===== config.mk =====
export PLATFORM = sky130hd
export DESIGN_NAME = page_split_dma
export DESIGN_NICKNAME = d
export VERILOG_FILES = /design/src/rtl/pbs_pkg.sv /design/src/rtl/pbs_piece_calc.sv /design/src/rtl/pbs_walker.sv /design/src/rtl/page_split_dma.sv
export SDC_FILE = /design/constraint.sdc
export NUM_CORES = 1
export LEC_CHECK = 0
export CORE_MARGIN = 2
export CORE_UTILIZATION = 40
export DETAILED_ROUTE_END_ITERATION = 6
export PLACE_DENSITY = 0.77
export SLEW_MARGIN = 20
export SYNTH_ARGS = -nofsm -noshare
export SYNTH_HDL_FRONTEND = slang
export SYNTH_SLANG_ARGS = --single-unit

===== constraint.sdc =====
create_clock -name clk_i -period 12.1 [get_ports clk_i]
set_clock_uncertainty 0.2 [all_clocks]
set_input_delay 1.815 -clock clk_i [delete_from_list [all_inputs] [get_ports clk_i]]
set_output_delay 1.815 -clock clk_i [all_outputs]
set_load 0.02 [all_outputs]

===== src/rtl/pbs_pkg.sv =====
package pbs_pkg;
  typedef enum logic [1:0] {
    MPS_128  = 2'd0,
    MPS_256  = 2'd1,
    MPS_512  = 2'd2,
    MPS_1024 = 2'd3
  } mps_sel_e;
endpackage


===== src/rtl/pbs_piece_calc.sv =====
module pbs_piece_calc #(
  parameter int ADDR_W     = 32,
  parameter int LEN_W      = 16,
  parameter int PAGE_W     = 12,
  parameter int MPS_BASE_W = 7
) (
  input  logic [ADDR_W-1:0] addr_i,
  input  logic [LEN_W-1:0]  rem_i,
  input  pbs_pkg::mps_sel_e sel_i,
  output logic [LEN_W-1:0]  piece_len_o,
  output logic              piece_last_o
);
  localparam logic [LEN_W-1:0] PAGE_BYTES = LEN_W'(1) << PAGE_W;

  logic [LEN_W-1:0] room;
  logic [LEN_W-1:0] cap;
  logic [LEN_W-1:0] limit;

  always_comb begin
    room  = PAGE_BYTES - LEN_W'(addr_i[PAGE_W-1:0]);
    cap   = LEN_W'(1) << (MPS_BASE_W + int'(sel_i));
    limit = (room < cap) ? room : cap;
    if (rem_i <= limit) begin
      piece_len_o  = rem_i;
      piece_last_o = 1'b1;
    end else begin
      piece_len_o  = limit;
      piece_last_o = 1'b0;
    end
  end
endmodule


===== src/rtl/pbs_walker.sv =====
module pbs_walker #(
  parameter int ADDR_W = 32,
  parameter int LEN_W  = 16
) (
  input  logic              clk_i,
  input  logic              rst_ni,
  input  logic              load_i,
  input  logic [ADDR_W-1:0] load_addr_i,
  input  logic [LEN_W-1:0]  load_len_i,
  input  logic              load_wr_i,
  input  pbs_pkg::mps_sel_e load_sel_i,
  input  logic              step_i,
  input  logic [LEN_W-1:0]  piece_len_i,
  input  logic              piece_last_i,
  output logic              busy_o,
  output logic [ADDR_W-1:0] addr_o,
  output logic [LEN_W-1:0]  rem_o,
  output logic              wr_o,
  output pbs_pkg::mps_sel_e sel_o
);
  always_ff @(posedge clk_i or negedge rst_ni) begin
    if (!rst_ni) begin
      busy_o <= 1'b0;
      addr_o <= '0;
      rem_o  <= '0;
      wr_o   <= 1'b0;
      sel_o  <= pbs_pkg::MPS_128;
    end else if (load_i) begin
      busy_o <= 1'b1;
      addr_o <= load_addr_i;
      rem_o  <= load_len_i;
      wr_o   <= load_wr_i;
      sel_o  <= load_sel_i;
    end else if (step_i) begin
      addr_o <= addr_o + ADDR_W'(piece_len_i);
      rem_o  <= rem_o - piece_len_i;
      busy_o <= !piece_last_i;
    end
  end

  // next piece starts where the previous one ended
  a_r8_contiguous: assert property (@(posedge clk_i) disable iff (!rst_ni)
    (step_i && !piece_last_i && !load_i) |=>
      (busy_o && addr_o == $past(addr_o) + ADDR_W'($past(piece_len_i))))
    else $error("a_r8_contiguous");

  // cap code frozen while splitting
  a_r12_sel_frozen: assert property (@(posedge clk_i) disable iff (!rst_ni)
    (busy_o && !load_i) |=> $stable(sel_o))
    else $error("a_r12_sel_frozen");
endmodule


===== src/rtl/page_split_dma.sv =====
module page_split_dma #(
  parameter int ADDR_W     = 32,
  parameter int LEN_W      = 16,
  parameter int PAGE_W     = 12,
  parameter int MPS_BASE_W = 7
) (
  input  logic              clk_i,
  input  logic              rst_ni,
  input  logic [1:0]        mps_sel_i,
  input  logic              req_valid_i,
  output logic              req_ready_o,
  input  logic [ADDR_W-1:0] req_addr_i,
  input  logic [LEN_W-1:0]  req_len_i,
  input  logic              req_wr_i,
  output logic              dsc_valid_o,
  input  logic              dsc_ready_i,
  output logic [ADDR_W-1:0] dsc_addr_o,
  output logic [LEN_W-1:0]  dsc_len_o,
  output logic              dsc_wr_o,
  output logic              dsc_last_o,
  output logic              err_o
);
  localparam logic [LEN_W:0] PAGE_BYTES_X = (LEN_W+1)'(1) << PAGE_W;

  logic              busy;
  logic              req_fire;
  logic              load;
  logic              step;
  logic [ADDR_W-1:0] cur_addr;
  logic [LEN_W-1:0]  cur_rem;
  logic              cur_wr;
  pbs_pkg::mps_sel_e cur_sel;
  logic [LEN_W-1:0]  piece_len;
  logic              piece_last;
  logic              err_q;

  assign req_ready_o = !busy;
  assign req_fire    = req_valid_i && req_ready_o;
  assign load        = req_fire && (req_len_i != '0);
  assign step        = busy && dsc_ready_i;

  pbs_walker #(.ADDR_W(ADDR_W), .LEN_W(LEN_W)) u_walker (
    .clk_i        (clk_i),
    .rst_ni       (rst_ni),
    .load_i       (load),
    .load_addr_i  (req_addr_i),
    .load_len_i   (req_len_i),
    .load_wr_i    (req_wr_i),
    .load_sel_i   (pbs_pkg::mps_sel_e'(mps_sel_i)),
    .step_i       (step),
    .piece_len_i  (piece_len),
    .piece_last_i (piece_last),
    .busy_o       (busy),
    .addr_o       (cur_addr),
    .rem_o        (cur_rem),
    .wr_o         (cur_wr),
    .sel_o        (cur_sel)
  );

  pbs_piece_calc #(
    .ADDR_W(ADDR_W), .LEN_W(LEN_W), .PAGE_W(PAGE_W), .MPS_BASE_W(MPS_BASE_W)
  ) u_calc (
    .addr_i       (cur_addr),
    .rem_i        (cur_rem),
    .sel_i        (cur_sel),
    .piece_len_o  (piece_len),
    .piece_last_o (piece_last)
  );

  always_ff @(posedge clk_i or negedge rst_ni) begin
    if (!rst_ni) err_q <= 1'b0;
    else         err_q <= req_fire && (req_len_i == '0);
  end

  assign dsc_valid_o = busy;
  assign dsc_addr_o  = cur_addr;
  assign dsc_len_o   = piece_len;
  assign dsc_wr_o    = cur_wr;
  assign dsc_last_o  = piece_last;
  assign err_o       = err_q;

  a_r2_no_cross: assert property (@(posedge clk_i) disable iff (!rst_ni)
    dsc_valid_o |->
      ((LEN_W+1)'(dsc_addr_o[PAGE_W-1:0]) + (LEN_W+1)'(dsc_len_o) <= PAGE_BYTES_X))
    else $error("a_r2_no_cross");

  a_r7_len_bound: assert property (@(posedge clk_i) disable iff (!rst_ni)
    dsc_valid_o |-> (dsc_len_o != '0 &&
      dsc_len_o <= (LEN_W'(1) << (MPS_BASE_W + int'(cur_sel)))))
    else $error("a_r7_len_bound");

  a_r11_hold: assert property (@(posedge clk_i) disable iff (!rst_ni)
    (dsc_valid_o && !dsc_ready_i) |=>
      (dsc_valid_o && $stable(dsc_addr_o) && $stable(dsc_len_o) &&
       $stable(dsc_wr_o) && $stable(dsc_last_o)))
    else $error("a_r11_hold");

  a_r10_first_piece: assert property (@(posedge clk_i) disable iff (!rst_ni)
    (req_valid_i && req_ready_o && req_len_i != '0) |=>
      (dsc_valid_o && !req_ready_o))
    else $error("a_r10_first_piece");

  a_r9_err_quiet: assert property (@(posedge clk_i) disable iff (!rst_ni)
    err_o |-> (!dsc_valid_o && !$past(err_o)))
    else $error("a_r9_err_quiet");
endmodule


==> summary.txt <==
Die
  – Rows: 42
  – IO Count: 108
  – Area of the core: 0.0131 mm^2
  – Die area: 0.0142 mm^2
  – Die H: around 120 um
  – Die Wd: 119 um
  – Starting Density: 0.405

STA
  – Slew margin rel.: 0.261
  – Tmin final: 8.50 ns
  – RSZ-0062 raised after global routing: false
  – Setup violators final: 0
  – Worst slew pin tran: 1.11 ns
  – Final Hold Fails: 0
  – Tcrit/Tclk final: 0.702
  – Fin. max-slew vios: 0
  – Max Clk Rate: 0.118 GHz
  – Setup tns final: 0 ns

Yosys
  – Main flop type after synthesis: dfrtp_1
  – Syn Std Cell Area: 0.00531 mm^2
  – Distinct cell type count after synthesis: 65
  – Seq cells post-synth: 53
  – Async SR Flop Fraction: 1.00
  – Top cells by count, synth: 56 x ha_1, 53 x dfrtp_1, 48 x nand2_1, 48 x o21ai_0, 34 x inv_1
  – Post-Syn Instances: 618
  – Synth Area per Inst: between 8 and 9 um^2
  – Top cell type's share of synthesized area: 0.250
  – Post-synth top area cell: dfrtp_1
  – Sequential area share after synthesis: 0.250
  – EDFF count, synth: 0
  – Most common cell in the netlist: ha_1
  – Yosys warning count: 0
  – Top post-synthesis cells by area: dfrtp_1 25%, ha_1 13%, o21ai_0 4.5%

Setup path
  – Worst R2R Setup Slack: about 3.7 ns
  – Crit path to: dsc_len_o[1]
  – CP max FO: 14
  – Critical path required time: 10.09 ns
  – Setup crit start: u_walker.addr_o[1]
  – Worst R2R Start: u_walker.addr_o[1]
  – CP startpoint kind: flip-flop
  – Worst r2r path cells: 31
  – CP Capture Type: output pin
  – WP data arrival: 6.48 ns
  – CP Class: reg2out
  – R2r endpoint: u_walker.addr_o[24]

Clock network
  – Num CTS Buffers: 5
  – Clock Pin Slew Worst Setup and Hold Paths: 0.08 ns
  – CTS tree: yes
  – H-tree depth: 2
  – Post-cts resize count: 0
  – Total clock sinks: 53
  – Root Driver: clkbuf_16
  – Max clock buf depth: 2
  – Worst-Skew Late Latency: 0.31 ns
  – Number of hold buffers added after CTS: 0
  – Setup Fix Bufs, Post-CTS: 0

GRT
  – Total GRT Usage: 0.222
  – Grt total ovfl: 0
  – Vias in the first global route: 5191
  – First-pass GRT wire length: 25600 um
  – Initial antenna violation count: 0
  – Largest net degree at the start of global routing: 56

Routing
  – 1st-iter DRT viols: 322
  – Final ANT Viol Nets: 0
  – DR pass1 iterations: 5
  – Residual DRC: 0
  – Via density: 5.78
  – DRT Wirelength: 15400 um
  – Via count: 5152
  – Drt wl/cell: roughly 17 um

Cells and area
  – Ant diodes: 0
  – Design Area, Final: 0.00669 mm^2
  – Final non-filler cell total: 891
  – P&R area growth vs syn: 26.1%
  – Fin nets: 827
  – Filler Cell Count: between 1000 and 1500
  – Share of cells above drive strength 1: 0.0727

Run
  – MaxCap Viol Count: 0

Worst hold path
  – Hold/Removal Path Class: reg2reg

Place
  – Dpl hpwl: 11500 um
  – Placed Cells: just under 900
  – Routability cong.: around 0.95
  – Post-Place Cell Area: 0.00653 mm^2
  – I/O Buffers: 107

Run status
  – Outcome: complete, no violations
layout make-up:
cell class | count | area (um^2) | area share
Tap cell | 176 | 220 | 0.0329
Inverter | 34 | 128 | 0.0191
Sequential cell | 53 | 1330 | 0.198
Clock inverter | 2 | 16.3 | 0.00243
Multi-Input combinational cell | 509 | 3760 | 0.563
Clock buffer | 6 | 139 | 0.0208
Timing Repair Buffer | 111 | 1100 | 0.164
per-layer routing:
metal,vias to the layer above,part of all wire,track usage
li1,2508,-,-
met1,2469,0.47,0.298
met2,155,0.47,0.371
met3,20,0.052,0.0340
met4,0,0.015,0.0625
met5,-,0,0
cells by family (layout without fill, tap and decap cells):
kind of cell    count (synthesis)  in the layout  share of synthesized area
buf+inv                        64            153                     0.0483
xor+xnor                       27             27                     0.0446
mux                            37             37                     0.0785
simple gates                  196            196                      0.197
fa+ha+maj                      58             58                      0.140
other cells                     1              9                   0.000707
compound gates                182            182                      0.242
flops                          53             53                      0.250
cell usage in the layout (no fill, tap or decap), types with 9 or more instances in the layout:
master             n
dfrtp_1           53
a221o_1           11
a21oi_1           25
nand2_1           48
nor2b_1           12
nand4_1            9
nor3b_1            9
a21o_1            15
nand2b_1          10
xnor2_1           15
conb_1             9
nor3_1            13
ha_1              56
mux2_2            13
o311ai_0          12
a22oi_1           20
and3_1             9
clkdlybuf4s50_1  106
nor2_1            31
o21ai_0           48
mux2i_1           18
xor2_1            12
nand3_1           17
inv_1             34
critical path, stage by stage, from the launching register on:
cell and delay, ns:
dfrtp_1 0.45, inv_1 0.13, ha_1 0.24, or4b_1 0.57, nor2_1 0.16, xnor2_1 0.15
ha_1 0.25, o21ai_0 0.14, a21oi_1 0.06, o2111ai_1 0.24, nor3_2 0.08, a22oi_4 0.41
mux2i_1 0.36, inv_1 0.08, ha_1 0.28, nand4_1 0.14, nor2_1 0.13, a2111oi_0 0.07
o22ai_1 0.15, nor2b_2 0.60, inv_1 0.30, o21ai_0 0.48, clkdlybuf4s50_1 0.71
through the flow:
stage | utilization | worst slack, ns | hold slack, ns
CTS | 0.511 | 3.56 | 0.319
finish | 0.511 | 3.60 | 0.316
global placement | 0.499 | 3.98 | 0.290
global route | 0.511 | 2.98 | 0.345
detailed placement | 0.499 | 3.82 | 0.300
floorplan | - | 4.22 | 0.279
registers in the layout, summed over array words and instances, names as in the netlist:
signal           flops
err_o                1
u_walker.addr_o     32
u_walker.busy_o      1
u_walker.rem_o      16
u_walker.sel_o       2
u_walker.wr_o        1
how the worst min path moves through the flow:
| stage | from | endpoint | cells past startpoint | slack (ns) |
|---|---|---|---|---|
| 2_1_floorplan | u_walker.rem_o[0] | u_walker.rem_o[0] | 1 | 0.28 |
| 3_3_place_gp | u_walker.wr_o | u_walker.wr_o | 1 | 0.29 |
| 3_5_place_dp | u_walker.wr_o | u_walker.wr_o | 1 | 0.30 |
| 4_1_cts | u_walker.wr_o | u_walker.wr_o | 1 | 0.32 |
| 5_1_grt | u_walker.wr_o | u_walker.wr_o | 1 | 0.35 |
| 6_report | u_walker.wr_o | u_walker.wr_o | 1 | 0.32 |
Power is not shown: default switching activity piles up to over one toggle a cycle in this logic, so the estimate is an artifact.
